$ cat config.mk
export PLATFORM = sky130hd
export DESIGN_NAME = bbox_mover
export DESIGN_NICKNAME = d
export VERILOG_FILES = /design/src/rtl/bbox_pkg.sv /design/src/rtl/bbox_axis.sv /design/src/rtl/bbox_next.sv /design/src/rtl/bbox_state.sv /design/src/rtl/bbox_mover.sv
export SDC_FILE = /design/constraint.sdc
export NUM_CORES = 1
export LEC_CHECK = 0
export ABC_AREA = 0
export BUFFER_PORTS_ARGS = -buffer_cell sky130_fd_sc_hd__buf_4
export CORE_AREA = 2 2 65 83
export CTS_CLUSTER_DIAMETER = 150
export DETAILED_ROUTE_END_ITERATION = 6
export DIE_AREA = 0 0 67 85
export GPL_TIMING_DRIVEN = 1
export MAX_ROUTING_LAYER = met4
export PLACE_DENSITY = 0.87
export SETUP_SLACK_MARGIN = 0.2
export SKIP_CTS_REPAIR_TIMING = 1
export SYNTH_ARGS = -nofsm -noshare
export SYNTH_HDL_FRONTEND = slang
export SYNTH_HIERARCHICAL = 1
export SYNTH_SLANG_ARGS = --single-unit
$ cat constraint.sdc
create_clock -name clk -period 6.25 [get_ports clk]
set_input_delay 0.9375 -clock clk [delete_from_list [all_inputs] [get_ports clk]]
set_output_delay 0.9375 -clock clk [all_outputs]
set_load 0.02 [all_outputs]
$ cat src/rtl/bbox_pkg.sv
package bbox_pkg;

    // Default screen geometry in pixels
    localparam int SCREEN_W = 640;
    localparam int SCREEN_H = 480;
    localparam int BOX_SIDE = 32;

    // Per-axis update kind
    typedef enum logic [1:0] {
        ACT_HOLD    = 2'd0,
        ACT_STEP    = 2'd1,
        ACT_TURN_HI = 2'd2,
        ACT_TURN_LO = 2'd3
    } axis_act_e;

    // Pick the update kind for one axis
    function automatic axis_act_e pick_act(input logic halt,
                                           input logic neg,
                                           input logic at_hi,
                                           input logic at_lo);
        axis_act_e a;
        if (halt)
            a = ACT_HOLD;
        else if (!neg && at_hi)
            a = ACT_TURN_HI;
        else if (neg && at_lo)
            a = ACT_TURN_LO;
        else
            a = ACT_STEP;
        return a;
    endfunction

endpackage

$ cat src/rtl/bbox_axis.sv
module bbox_axis
    import bbox_pkg::*;
#(
    parameter int W  = 10,
    parameter int HI = 608
) (
    input  logic         halt,
    input  logic [W-1:0] pos,
    input  logic [W-1:0] vel,
    output logic [W-1:0] nxt_pos,
    output logic [W-1:0] nxt_vel
);

    localparam logic [W-1:0] ONE   = W'(1);
    localparam logic [W-1:0] MINUS = {W{1'b1}};
    localparam logic [W-1:0] LIMIT = W'(HI);

    logic      neg;
    logic      at_hi;
    logic      at_lo;
    axis_act_e act;

    assign neg   = vel[W-1];
    assign at_hi = (pos >= LIMIT);
    assign at_lo = (pos == '0);
    assign act   = pick_act(halt, neg, at_hi, at_lo);

    always_comb begin
        nxt_pos = pos;
        nxt_vel = vel;
        unique case (act)
            ACT_HOLD: begin
                nxt_pos = pos;
                nxt_vel = vel;
            end
            ACT_TURN_HI: begin
                nxt_pos = LIMIT - ONE;
                nxt_vel = MINUS;
            end
            ACT_TURN_LO: begin
                nxt_pos = ONE;
                nxt_vel = ONE;
            end
            default: begin
                nxt_pos = pos + (neg ? MINUS : ONE);
                nxt_vel = neg ? MINUS : ONE;
            end
        endcase
    end

endmodule

$ cat src/rtl/bbox_next.sv
module bbox_next #(
    parameter int XW  = 10,
    parameter int YW  = 9,
    parameter int XHI = 608,
    parameter int YHI = 448
) (
    input  logic          halt,
    input  logic [XW-1:0] pos_x,
    input  logic [YW-1:0] pos_y,
    input  logic [XW-1:0] vel_x,
    input  logic [YW-1:0] vel_y,
    output logic [XW-1:0] nxt_pos_x,
    output logic [YW-1:0] nxt_pos_y,
    output logic [XW-1:0] nxt_vel_x,
    output logic [YW-1:0] nxt_vel_y
);

    bbox_axis #(.W(XW), .HI(XHI)) u_ax_x (
        .halt    (halt),
        .pos     (pos_x),
        .vel     (vel_x),
        .nxt_pos (nxt_pos_x),
        .nxt_vel (nxt_vel_x)
    );

    bbox_axis #(.W(YW), .HI(YHI)) u_ax_y (
        .halt    (halt),
        .pos     (pos_y),
        .vel     (vel_y),
        .nxt_pos (nxt_pos_y),
        .nxt_vel (nxt_vel_y)
    );

endmodule

$ cat src/rtl/bbox_state.sv
module bbox_state #(
    parameter int XW = 10,
    parameter int YW = 9
) (
    input  logic          clk,
    input  logic          rst,
    input  logic          load,
    input  logic [XW-1:0] d_pos_x,
    input  logic [YW-1:0] d_pos_y,
    input  logic [XW-1:0] d_vel_x,
    input  logic [YW-1:0] d_vel_y,
    output logic [XW-1:0] q_pos_x,
    output logic [YW-1:0] q_pos_y,
    output logic [XW-1:0] q_vel_x,
    output logic [YW-1:0] q_vel_y
);

    typedef struct packed {
        logic [XW-1:0] px;
        logic [YW-1:0] py;
        logic [XW-1:0] vx;
        logic [YW-1:0] vy;
    } st_t;

    localparam st_t START = '{px: '0, py: '0, vx: XW'(1), vy: YW'(1)};

    st_t cur;

    always_ff @(posedge clk) begin
        if (rst)
            cur <= START;
        else if (load)
            cur <= '{px: d_pos_x, py: d_pos_y, vx: d_vel_x, vy: d_vel_y};
    end

    assign q_pos_x = cur.px;
    assign q_pos_y = cur.py;
    assign q_vel_x = cur.vx;
    assign q_vel_y = cur.vy;

endmodule

$ cat src/rtl/bbox_mover.sv
module bbox_mover #(
    parameter int SCR_W = bbox_pkg::SCREEN_W,
    parameter int SCR_H = bbox_pkg::SCREEN_H,
    parameter int BOX   = bbox_pkg::BOX_SIDE,
    localparam int XW   = $clog2(SCR_W),
    localparam int YW   = $clog2(SCR_H),
    localparam int XHI  = SCR_W - BOX,
    localparam int YHI  = SCR_H - BOX
) (
    input  logic          clk,
    input  logic          rst,
    input  logic          frame_tick,
    input  logic          halt,
    output logic [XW-1:0] pos_x,
    output logic [YW-1:0] pos_y,
    output logic [XW-1:0] vel_x,
    output logic [YW-1:0] vel_y,
    output logic [XW-1:0] nxt_pos_x,
    output logic [YW-1:0] nxt_pos_y,
    output logic [XW-1:0] nxt_vel_x,
    output logic [YW-1:0] nxt_vel_y
);

    bbox_next #(.XW(XW), .YW(YW), .XHI(XHI), .YHI(YHI)) u_next (
        .halt      (halt),
        .pos_x     (pos_x),
        .pos_y     (pos_y),
        .vel_x     (vel_x),
        .vel_y     (vel_y),
        .nxt_pos_x (nxt_pos_x),
        .nxt_pos_y (nxt_pos_y),
        .nxt_vel_x (nxt_vel_x),
        .nxt_vel_y (nxt_vel_y)
    );

    bbox_state #(.XW(XW), .YW(YW)) u_state (
        .clk     (clk),
        .rst     (rst),
        .load    (frame_tick),
        .d_pos_x (nxt_pos_x),
        .d_pos_y (nxt_pos_y),
        .d_vel_x (nxt_vel_x),
        .d_vel_y (nxt_vel_y),
        .q_pos_x (pos_x),
        .q_pos_y (pos_y),
        .q_vel_x (vel_x),
        .q_vel_y (vel_y)
    );

endmodule

## Word level (Yosys, flattened, before mapping)

Cells that the tools add are included.

- Bits of input ports: 4
- Output and inout bits: 76
- Word-level logic and storage cells: 34
- Bits in registers: 38

- $add $sub $neg: 2
- Equality and inequality tests: 4
- Reductions and logical operators: 10
- Muxes and demuxes: 12
- Magnitude comparators: 2

Operator list:

| cell | number |
|---|---|
| $pmux W10 S3 | 2 |
| $pmux W9 S3 | 2 |
| $mux W2 | 6 |
| $add A10 B10 Y10 | 1 |
| $ge A10 B10 Y1 const B | 1 |
| $logic_not A10 Y1 | 1 |
| $mux W10 | 1 |
| $add A9 B9 Y9 | 1 |
| $ge A9 B9 Y1 const B | 1 |
| $logic_not A9 Y1 | 1 |
| $mux W9 | 1 |
| $eq A2 B2 Y1 const B | 4 |
| $logic_and A1 B1 Y1 | 4 |
| $logic_not A2 Y1 | 2 |
| $logic_not A1 Y1 | 2 |

## Depth between registers and ports, before layout

Gate-level depths: netlist (run 1).

- Word-level depth: 7
- Mapped depth: 9
- Depth with buffers taken out: 9

## Modules after synthesis

The synthesis (run 1) kept the hierarchy.

Modules (own cells, without submodules):

| module | cells each | area an instance (um^2) | seq. area each (um^2) | times used |
|---|---|---|---|---|
| bbox_state | 122 | 1,358.8 | 760.7 | 1 |
| bbox_axis (u_next.u_ax_x) | 91 | 641.9 | 0.0 | 1 |
| bbox_axis (u_next.u_ax_y) | 90 | 625.6 | 0.0 | 1 |

## Worst setup path after synthesis (run 1)

No wires, ideal clock.

- Path type: register to output
- From: reg u_state.cur, in the netlist u_state/q_vel_x[9]
- To: out nxt_pos_x[9]
- Cell stages (with the launch flop): 8
- Path slack: 3,037 ps
- Path buffers: 0
- Required time: 5,312 ps
- Data arrival time: 2,275 ps
- Path through: dfxtp_1 ha_1 a21oi_1 nor2_1 a311o_1 o21ai_2 xnor2_1 o211ai_2

- Cells in the longest elaborated chain, start to end: 6
- Elaborated cells on any way between the ends: 12
- Classes of those cells: add/sub (1); eq/ne (2); mux (5); reduce/logical (4)

Ends and longest elaborated chain:

| item | RTL line | text |
|---|---|---|
| start: declaration | bbox_state.sv:27 | `st_t cur;` |
| start signal: assignment | bbox_state.sv:33 | `cur <= '{px: d_pos_x, py: d_pos_y, vx: d_vel_x, vy: d_vel_y};` |
| branches (longest 5 deep; another with $add A10 B10 Y10) | - |  |
| $pmux W10 S3 (*) | bbox_axis.sv:31 | `unique case (act)` |
| end: declaration | bbox_mover.sv:18 | `output logic [XW-1:0] nxt_pos_x,` |

Mark *: on every way between the ends.

## Worst setup path after layout (run 1)

Ends and elaborated chain as after synthesis.

==> results of run 1 <==
area by class of cell:
type	count	share of cell area (%)
Clock inverter	1	0.906
Sequential cell	38	22.9
Timing Repair Buffer	79	17.9
Inverter	22	2.49
Clock buffer	6	2.49
Multi-Input combinational cell	231	50.9
Tap cell	62	2.34
critical path, cell delays in order (launching register included):
cell and delay, ns:
dfxtp_1 0.76, ha_1 0.42, a21oi_1 0.17, nor2_1 0.06, a311o_1 0.38, o21ai_2 0.21
mux2i_1 0.23, o211ai_2 0.11, buf_4 0.17
worst max-delay path by stage:
stage                    to  slack, ns  cells past startpoint
2_1_floorplan  nxt_pos_x[9]       3.04                      7
3_3_place_gp   nxt_pos_x[9]       2.92                      8
3_5_place_dp   nxt_pos_x[9]       2.85                      8
4_1_cts        nxt_pos_x[9]       2.53                      8
5_1_grt        nxt_pos_x[9]       2.31                      8
6_report       nxt_pos_x[9]       2.52                      8
through the flow:
step | std cells | setup slack [ns] | area, µm² | total power [mW] | hold slack (ns)
2_1_floorplan | 303 | 3.04 | 2630 | 0.335 | 0.595
3_3_place_gp | 432 | 2.92 | 3200 | 0.368 | 0.501
3_5_place_dp | 432 | 2.85 | 3200 | 0.371 | 0.511
4_1_cts | 439 | 2.53 | 3320 | 0.585 | 0.530
5_1_grt | 439 | 2.31 | 3320 | 0.604 | 0.557
6_report | 439 | 2.52 | 3320 | 0.582 | 0.527
cell families after synthesis:
logic type	count (synthesis)
compound gates	76
xor+xnor	11
fa+ha+maj	17
buf+inv	34
flops	38
mux	41
simple gates	86
flip-flops by register name, summed over array words and instances, names as in the netlist:
register / flops
u_state/q_pos_x: 10
u_state/q_vel_y: 9
u_state/q_pos_y: 9
u_state/q_vel_x: 10
layer usage:
layer	up-vias	global-route usage, %	share of wire, %	wire [µm]
li1	1222	-	-	-
met1	1233	29.3	40	2800
met2	104	44.1	52	3600
met3	18	3.98	5.4	378
met4	0	9.83	2.3	160
met5	-	-	0	0
report_power, final:
part | internal (mW) | leakage, nW | total, mW | switching (mW)
Clock | 0.128 | 0.0573 | 0.216 | 0.0884
Sequential | 0.249 | 0.309 | 0.258 | 0.00810
Combinational | 0.0427 | 1.33 | 0.108 | 0.0652
cells in the final DEF, fill, tap and decap left out, drive strengths merged, types with 5 or more instances in the layout:
| master | n |
|---|---|
| buf | 79 |
| nor2 | 47 |
| mux2i | 39 |
| dfxtp | 38 |
| a21oi | 31 |
| inv | 21 |
| ha | 15 |
| a221o | 9 |
| nand2 | 8 |
| nor2b | 8 |
| o21ai | 8 |
| clkbuf | 6 |
| xnor2 | 6 |
| nor4 | 5 |
| xor2 | 5 |
==> reports/summary.txt, run 1 <==
Worst reg-to-reg path cell count -> 9
Max cap viols -> 0
Post-synthesis cell count -> 303
Via density per instance -> 5.87
Clock skew -> 0.00895 ns
Placement Rows -> 29
Largest cells by area after synthesis -> dfxtp_1, mux2i_1, ha_1
Io pins -> 80
Largest net degree at the start of global routing -> 41
Routability cong. -> 0.944
Register area -> 761 µm²
Slew @ Worst Pin -> 0.674 ns
Core ar. -> 0.00493 mm²
First-pass GRT wire length -> 11200 µm
Max IR drop VDD -> 0.126 mV
DR iter-0 viols -> 198
Ant diodes -> 0
Port Buffers -> 79
Power Dens Cells -> 175 mW/mm²
GRT overflow -> 0
DR WL/cell -> 15.8 µm
Multi-input gate area -> 0.00169 mm²
Max H-tree Level -> 2
CTS tree -> yes
CP Max Fanout -> 17
CP required -> 5.31 ns
Fin util -> 67.2%
Clock Pin Slew Worst Setup and Hold Paths -> 0.07 ns
Slew Viols, Final -> 0
Synth Cell Area -> 0.00263 mm²
Seq/Total Area, Yosys -> 29.0%
Period minus WS final -> 3.73 ns
Final Setup Violations -> 0
Synth Area in Adders -> 8.67%
Crit path kind -> flip-flop to output pin
Drt drc -> 0
Compound-Gate Fraction of Synth Area -> 20.5%
Largest family of logic cells by synthesized area -> compound AO/OA/AOI/OAI gates
Final net count -> 398
Max-slew headroom -> 55.0%
Xor/xnor share of the synthesized area -> 3.67%
Sink Count -> 38
Via count -> 2577
Later-pin clock latency in the skew report -> 0.29 ns
RSZ-0062 raised after global routing -> no
Top cells by count, synth -> nor2_1, mux2i_1, dfxtp_1, a21oi_1, inv_1
Vias in the first global route -> 2418
FF+latch count, synth -> 38
CP Launch Type -> flip-flop
Clock Tree Root -> clkbuf_8
Routed Wire Length -> 6940 µm
Crit end category -> output pin
Yosys top cell by area -> dfxtp_1
Pre-Repair DR Iteration Count -> 5
Post-DP HPWL -> 4910 µm
Setup TNS Final -> 0 ns
Class of the worst hold path -> flip-flop to flip-flop
Cts bufs inserted -> 5
Leak -> 1.70 nW
Post-Synth Simple-Gate Area -> 15.7%
Die width -> 67 µm
Final worst-path cycle share -> 59.7%
Reg-to-reg critical path startpoint -> u_state/q_vel_x[9]$_SDFFE_PP0P_
Area delta synth->final -> 26.3%
Hold path startpoint -> u_state/q_vel_x[7]$_SDFFE_PP0P_
Cell variety after synth -> 55
Clock buffer depth -> 2
Fraction of layout cells with a size suffix above 1 -> 25.7%
Post-synth top area share -> 29.0%
Starting Density -> 53.2%
Fillers -> 422
Multiplexer area fraction after synthesis -> 15.7%
Syn_area_per_cell -> 8.67 µm²
Final antenna-violating net count -> 0
Ys flop type -> dfxtp_1
Register-to-register setup slack -> 3.57 ns
Die area -> 0.00570 mm²
RR Endpoint -> u_state/q_pos_x[9]$_SDFFE_PP0P_
Hold Path End -> u_state/q_vel_x[7]$_SDFFE_PP0P_
GRT Total Usage -> 25.6%
Achievable Freq -> 268 MHz
Top-count cell post-synth -> nor2_1
Initial antenna violation count -> 0
Yosys Warn Count -> 6
Worst Path Arrival -> 2.79 ns
CP startpoint -> u_state/q_vel_x[9]$_SDFFE_PP0P_
Final Hold Fails -> 0
Status -> completed
Synth async-reset ratio -> 0%
Hold depth -> 2
Net Count, Synth -> 324
Post-synth EDFFs -> 0
Die Y -> 85 µm
No activity file was read; power rests on OpenSTA's default activity.
==> inputs of run 2 (changes only) <==
--- a/config.mk
+++ b/config.mk
@@ -7,13 +7,13 @@
 export LEC_CHECK = 0
 export ABC_AREA = 0
 export BUFFER_PORTS_ARGS = -buffer_cell sky130_fd_sc_hd__buf_4
-export CORE_AREA = 2 2 65 83
+export CORE_AREA = 2 2 67 85
 export CTS_CLUSTER_DIAMETER = 150
 export DETAILED_ROUTE_END_ITERATION = 6
-export DIE_AREA = 0 0 67 85
+export DIE_AREA = 0 0 69 87
 export GPL_TIMING_DRIVEN = 1
 export MAX_ROUTING_LAYER = met4
-export PLACE_DENSITY = 0.87
+export PLACE_DENSITY = 0.83
 export SETUP_SLACK_MARGIN = 0.2
 export SKIP_CTS_REPAIR_TIMING = 1
 export SYNTH_ARGS = -nofsm -noshare
==> constraint.sdc (replaced) <==
create_clock -name clk -period 3.8 [get_ports clk]
set_input_delay 0.57 -clock clk [delete_from_list [all_inputs] [get_ports clk]]
set_output_delay 0.57 -clock clk [all_outputs]
set_load 0.02 [all_outputs]
==> run 2 against run 1 <==
  * Critical path depth did not move
  * Register-to-register slack got worse by 2.4 ns
  * Die area rose by 5.4%
  * Final area rose by 0.98%
  * Largest cell class unchanged
==> reports/summary.txt, run 2 (synthesis results as in run 1) <==
Status -> completed
Hold depth -> 2 (unchanged)
Die area -> 0.00600 mm² (+5.4%)
GRT Total Usage -> 22.6% (-3.1 points)
Clock skew -> 0.00543 ns (-0.00352 ns)
Max H-tree Level -> 2 (unchanged)
Met1 GRT Util -> 25.3% (-3.9 points)
Post-DP HPWL -> 4900 µm (-0.25%)
Fraction of layout cells with a size suffix above 1 -> 25.9% (+0.20 points)
RSZ-0062 raised after global routing -> no
Largest net degree at the start of global routing -> 41 (unchanged)
Via count -> 2495 (-3.2%)
DR iter-0 viols -> 158 (-20%)
Clock Tree Root -> clkbuf_8
CTS tree -> yes
GRT overflow -> 0 (unchanged)
Final antenna-violating net count -> 0 (unchanged)
Crit end category -> output pin
Reg-to-reg critical path startpoint -> u_state/q_vel_x[9]$_SDFFE_PP0P_
Worst path max stage delay -> 0.76 ns (about the same)
CP required -> 3.23 ns (-2.08 ns)
Sink Count -> 38 (unchanged)
Final worst-path cycle share -> 88.3%
Pwr Total -> 1.03 mW (+77%)
Hold Path End -> u_state/q_vel_x[6]$_SDFFE_PP0P_
Critical-path cell list -> ha_1 -> a21oi_1 -> nor2_1 -> a311o_1 -> o21ai_2 -> mux2i_1 -> o211ai_2 -> buf_4
Clock Pin Slew Worst Setup and Hold Paths -> 0.08 ns (about the same)
GR peak layer -> met2
Period minus WS final -> 3.35 ns
Commonest non-fill, non-tap cell in the layout -> buf_4
Routed Wire Length -> 6890 µm (-0.61%)
Hold path startpoint -> u_state/q_vel_x[6]$_SDFFE_PP0P_
Core ar. -> 0.00526 mm² (+6.5%)
Met3 usage -> 3.47% (-0.51 points)
Io pins -> 80 (unchanged)
Met2 Use GR -> 40.7% (-3.4 points)
Slowest stage cell on the critical path -> dfxtp_1
Clock buffer depth -> 2 (unchanged)
Worst reg-to-reg path cell count -> 9 (unchanged)
Worst Path Arrival -> 2.78 ns (about the same)
Final Hold Fails -> 0 (unchanged)
Later-pin clock latency in the skew report -> 0.29 ns (about the same)
Pre-Repair DR Iteration Count -> 4 (-1)
Die Y -> 87 µm (+2.4%)
Commonest non-fill, non-tap cells in the layout -> buf_4, nor2_1, mux2i_1
Die width -> 69 µm (+3.0%)
Buffers and inverters on the worst path -> 1 (unchanged)
Max-slew headroom -> 54.4% (-0.59 points)
Max IR drop VDD -> 0.287 mV (+130%)
DR WL/cell -> 15.6 µm (-1.3%)
Cts bufs inserted -> 5 (unchanged)
Port Buffers -> 79 (unchanged)
Vias in the first global route -> 2268 (-6.2%)
Routability cong. -> 0.882 (-6.6%)
Final net count -> 398 (unchanged)
Slew Viols, Final -> 0 (unchanged)
First-pass GRT wire length -> 10800 µm (-3.4%)
Power Dens Cells -> 307 mW/mm² (+75%)
Slew @ Worst Pin -> 0.682 ns (+0.00876 ns)
Placement Rows -> 30 (+3.4%)
Worst path top cell family by delay -> compound AO/OA/AOI/OAI gates
Crit path kind -> flip-flop to output pin
Setup TNS Final -> 0 ns (unchanged)
Register-to-register setup slack -> 1.14 ns (-2.43 ns)
Leak -> 1.71 nW (+0.83%)
Max cap viols -> 0 (unchanged)
Ant diodes -> 0 (unchanged)
Area delta synth->final -> 27.5%
CP Max Fanout -> 17 (unchanged)
Starting Density -> 50.0% (-3.2 points)
Achievable Freq -> 298 MHz
Class of the worst hold path -> flip-flop to flip-flop
CP Launch Type -> flip-flop
RR Endpoint -> u_state/q_pos_x[9]$_SDFFE_PP0P_
Initial antenna violation count -> 0 (unchanged)
Final Setup Violations -> 0 (unchanged)
Via density per instance -> 5.64 (-3.8%)
Drt drc -> 0 (unchanged)
run 2: how the worst max path moves through the flow:
stage | from | end | slack, ns | cells past startpoint
after CTS | u_state/q_vel_x[9]$_SDFFE_PP0P_ | nxt_pos_x[9] | 0.46 | 8
after global placement | u_state/q_vel_x[9]$_SDFFE_PP0P_ | nxt_pos_x[9] | 0.87 | 8
after detailed placement | u_state/q_vel_x[9]$_SDFFE_PP0P_ | nxt_pos_x[9] | 0.79 | 8
after global routing | u_state/q_vel_x[9]$_SDFFE_PP0P_ | nxt_pos_x[9] | 0.26 | 8
after floorplan | u_state/q_vel_x[9]$_SDFFE_PP0P_ | nxt_pos_x[9] | 0.95 | 7
final | u_state/q_vel_x[9]$_SDFFE_PP0P_ | nxt_pos_x[9] | 0.45 | 8
run 2: per-layer routing:
layer / vias up / wire, µm
li1: 1233 / -
met3: 12 / 344
met5: - / 0
met4: 0 / 118
met2: 79 / 3600
met1: 1171 / 2840
run 2: area by class of cell:
class	count	area [µm²]
Clock buffer	6	82.6
Tap cell	64	80.1
Clock inverter	2	60.1
Fill cell	460	1910
Timing Repair Buffer	79	593
Sequential cell	38	761
Inverter	22	82.6
Multi-Input combinational cell	231	1690
run 2: report_power, final:
group          switching [mW]  leakage [nW]  internal [mW]
combinational           0.108          1.33         0.0703
clock                   0.145        0.0714          0.280
sequential             0.0131         0.309          0.410
run 2: stage by stage:
step	instance area [µm²]	utilization, %	instances	setup slack, ns	hold slack, ns
after global placement	3210	61.0	434	0.873	0.499
after detailed placement	3210	61.0	434	0.794	0.512
final	3350	63.7	442	0.446	0.530
after global routing	3350	63.7	442	0.262	0.563
after CTS	3350	63.7	442	0.458	0.539
after floorplan	2630	-	303	0.955	0.595
run 2: worst reg2reg max path, stage by stage, from the launching register on:
cell      delay, ns
dfxtp_1        0.76
ha_1           0.41
a21oi_1        0.17
nor2_1         0.05
a311o_1        0.38
o21ai_2        0.21
mux2i_1        0.23
o211ai_2       0.11
mux2i_1        0.16
nor2_1         0.05
==> inputs of run 3 (changes only) <==
--- a/config.mk
+++ b/config.mk
@@ -7,16 +7,15 @@
 export LEC_CHECK = 0
 export ABC_AREA = 0
 export BUFFER_PORTS_ARGS = -buffer_cell sky130_fd_sc_hd__buf_4
-export CORE_AREA = 2 2 67 85
+export CORE_AREA = 2 2 68 86
 export CTS_CLUSTER_DIAMETER = 150
 export DETAILED_ROUTE_END_ITERATION = 6
-export DIE_AREA = 0 0 69 87
+export DIE_AREA = 0 0 70 88
 export GPL_TIMING_DRIVEN = 1
 export MAX_ROUTING_LAYER = met4
-export PLACE_DENSITY = 0.83
+export PLACE_DENSITY = 0.84
 export SETUP_SLACK_MARGIN = 0.2
 export SKIP_CTS_REPAIR_TIMING = 1
 export SYNTH_ARGS = -nofsm -noshare
 export SYNTH_HDL_FRONTEND = slang
-export SYNTH_HIERARCHICAL = 1
 export SYNTH_SLANG_ARGS = --single-unit
==> run 3 against run 2 <==
  * Flip-flop and latch count unchanged
  * Critical path depth did not move
  * Synthesized cell count up 17%
  * The flow now finishes with violations (design-rule violations)
  * Largest cell class unchanged
  * Sequential share of layout area fell by 0.72 points
  * Wire length up 20%
  * Setup slack gained 0.0018 ns
  * Combinational power is 12% higher
  * Worst hold slack worse by 0.060 ns
  * Critical path type unchanged
==> reports/summary.txt, run 3 <==
Status -> complete, but fails checks
Failing checks -> design-rule violations
Sw Ratio -> 31.9% (+6.0 points)
Int Pwr -> 0.635 mW (-17%)
Die width -> 70 µm (+1.4%)
Clock Pin Slew Worst Setup and Hold Paths -> 0.08 ns (about the same)
Port Buffers -> 79 (unchanged)
Final Setup Violations -> 0 (unchanged)
Commonest non-fill, non-tap cells in the layout -> buf_4, dfxtp_1, nand2_1
Core ar. -> 0.00533 mm² (+1.4%)
Pwr Total -> 0.932 mW (-9.3%)
Drt drc -> 1 (+1)
Achievable Freq -> 298 MHz (about the same)
Via density per instance -> 6.15 (+8.9%)
RSZ-0062 raised after global routing -> no
Pre-Repair DR Iteration Count -> 7 (+3)
Met3 usage -> 4.37% (+0.90 points)
Final Hold Fails -> 0 (unchanged)
Die area -> 0.00616 mm² (+2.6%)
First-pass GRT wire length -> 13000 µm (+20%)
Max IR drop VDD -> 0.189 mV (-34%)
Routed Wire Length -> 8240 µm (+20%)
Cell variety after synth -> 67 (+22%)
Flop pwr share -> 45.8% (+4.6 points)
Clock Tree Root -> clkbuf_8
Clock skew -> 0.00824 ns (+0.00281 ns)
Final worst-path cycle share -> 88.2% (about the same)
Largest net degree at the start of global routing -> 52 (+27%)
Net Count, Synth -> 374 (+15%)
Clock buffer depth -> 2 (unchanged)
Max cap viols -> 0 (unchanged)
Synth async-reset ratio -> 0% (unchanged)
Cts bufs inserted -> 5 (unchanged)
Class of the worst hold path -> flip-flop to flip-flop
Io pins -> 80 (unchanged)
Die Y -> 88 µm (+1.1%)
Ant diodes -> 0 (unchanged)
Max H-tree Level -> 2 (unchanged)
CP Max Fanout -> 7 (-10)
DR iter-0 viols -> 338 (+110%)
Top-count cell post-synth -> dfxtp_1
Final antenna-violating net count -> 0 (unchanged)
GRT overflow -> 0 (unchanged)
Post-DP HPWL -> 5910 µm (+21%)
Starting Density -> 52.0% (+2.1 points)
Max-slew headroom -> 59.5% (+5.0 points)
Ys flop type -> dfxtp_1
Worst Path Arrival -> 2.78 ns (about the same)
Yosys Warn Count -> 0 (-6)
Setup TNS Final -> 0 ns (unchanged)
Later-pin clock latency in the skew report -> 0.30 ns (about the same)
Power Dens Cells -> 269 mW/mm² (-12%)
Clock power frac -> 32.9% (-8.5 points)
Worst reg-to-reg path cell count -> 7 (-2)
Leak -> 1.59 nW (-6.9%)
CP required -> 3.23 ns (about the same)
Met2 Use GR -> 44.9% (+4.2 points)
Sink Count -> 38 (unchanged)
Top cells by count, synth -> dfxtp_1, nand2_1, a21oi_1, nor2_1, inv_1
Crit path kind -> flip-flop to output pin
CP Launch Type -> flip-flop
Post-synth top area share -> 27.4% (-1.5 points)
Synth Cell Area -> 0.00277 mm² (+5.6%)
FF+latch count, synth -> 38 (unchanged)
Commonest non-fill, non-tap cell in the layout -> buf_4
GRT Total Usage -> 26.7% (+4.1 points)
Routability cong. -> 0.956 (+8.3%)
Post-synthesis cell count -> 353 (+17%)
DR WL/cell -> 16.9 µm (+8.0%)
Initial antenna violation count -> 0 (unchanged)
Yosys top cell by area -> dfxtp_1
Placement Rows -> 30 (unchanged)
Final net count -> 445 (+12%)
Syn_area_per_cell -> 7.86 µm² (-9.3%)
Met1 GRT Util -> 32.3% (+7.0 points)
Seq/Total Area, Yosys -> 27.4% (-1.5 points)
Post-synth EDFFs -> 0 (unchanged)
Gate power share -> 21.3% (+4.0 points)
Switching pwr -> 0.297 mW (+12%)
Slew Viols, Final -> 0 (unchanged)
GR peak layer -> met2
Area delta synth->final -> 24.7%
Vias in the first global route -> 2667 (+18%)
Largest cells by area after synthesis -> dfxtp_1, ha_1, a21oi_1
Period minus WS final -> 3.35 ns (-0.00183 ns)
CTS tree -> yes
Fraction of layout cells with a size suffix above 1 -> 24.2% (-1.7 points)
Hold depth -> 2 (unchanged)
Slew @ Worst Pin -> 0.607 ns (-0.0756 ns)
Via count -> 3005 (+20%)
Crit end category -> output pin
-- run 3: changes by cell type in the layout (fill, tap and decap cells not counted), moves of 7 or more --
cell / previous run / this run
nand3_1: 2 / 11
nand2_1: 8 / 36
a211oi_1: 0 / 7
nor2_1: 47 / 32
nor3_1: 1 / 9
o21ai_0: 4 / 11
mux2i_1: 39 / 2
-- run 3: cell families (layout without fill, tap and decap cells) --
group,after synthesis,in the layout,synth area share (%)
xor+xnor,10,10,3.16
fa+ha+maj,17,17,8.21
flops,38,38,27.4
mux,5,5,1.94
compound gates,119,119,30.1
buf+inv,37,109,6.40
simple gates,127,127,22.8
-- run 3: cell type report --
type / count / area, µm²
Clock buffer: 6 / 82.6
Clock inverter: 2 / 12.5
Fill cell: 485 / 1870
Inverter: 19 / 71.3
Multi-Input combinational cell: 278 / 1840
Sequential cell: 38 / 761
Tap cell: 64 / 80.1
Timing Repair Buffer: 82 / 616
-- run 3: routing by layer --
metal / wire, µm / vias up / part of all wire, %
met5: 0 / - / 0
met1: 3240 / 1422 / 39
li1: - / 1442 / -
met4: 146 / 0 / 1.8
met2: 4310 / 123 / 52
met3: 544 / 18 / 6.6
-- run 3: power by group through the flow --
stage	clock network, mW	logic (mW)	registers (mW)
final	0.306	0.199	0.427
after global routing	0.324	0.214	0.429
after detailed placement	0	0.197	0.435
after CTS	0.311	0.199	0.426
after floorplan	0	0.114	0.448
after global placement	0	0.194	0.435
-- run 3: critical path: stages (launching register included) --
cell and delay, ns:
dfxtp_1 0.37, clkinv_1 0.25, fa_1 0.48, nand2b_1 0.18, a211oi_1 0.38, nor2_1 0.14
mux2_2 0.29, a211oi_1 0.22, buf_4 0.18
-- run 3: through the flow --
step                      hold WS [ns]  utilization [%]  instances  cell area (µm²)  worst slack (ns)
final                            0.470             64.9        489             3460             0.448
after detailed placement         0.455             63.1        481             3360             0.796
after global placement           0.455             63.1        481             3360             0.884
after floorplan                  0.544                -        353             2770             0.401
after CTS                        0.473             64.9        489             3460             0.453
after global routing             0.499             64.9        489             3460             0.257
-- run 3: final timing paths --
| path | to | startpoint | slack (ns) |
|---|---|---|---|
| setup reg to reg | u_state.q_pos_x[8]$_SDFFE_PP0P_ | u_state.q_vel_x[9]$_SDFFE_PP0P_ | 1.38 |
| setup / recovery | nxt_pos_y[8] | u_state.q_vel_y[8]$_SDFFE_PP0P_ | 0.45 |
| hold / removal | u_state.q_vel_x[6]$_SDFFE_PP0P_ | u_state.q_vel_x[6]$_SDFFE_PP0P_ | 0.47 |
| hold reg to reg | u_state.q_vel_x[6]$_SDFFE_PP0P_ | u_state.q_vel_x[6]$_SDFFE_PP0P_ | 0.47 |
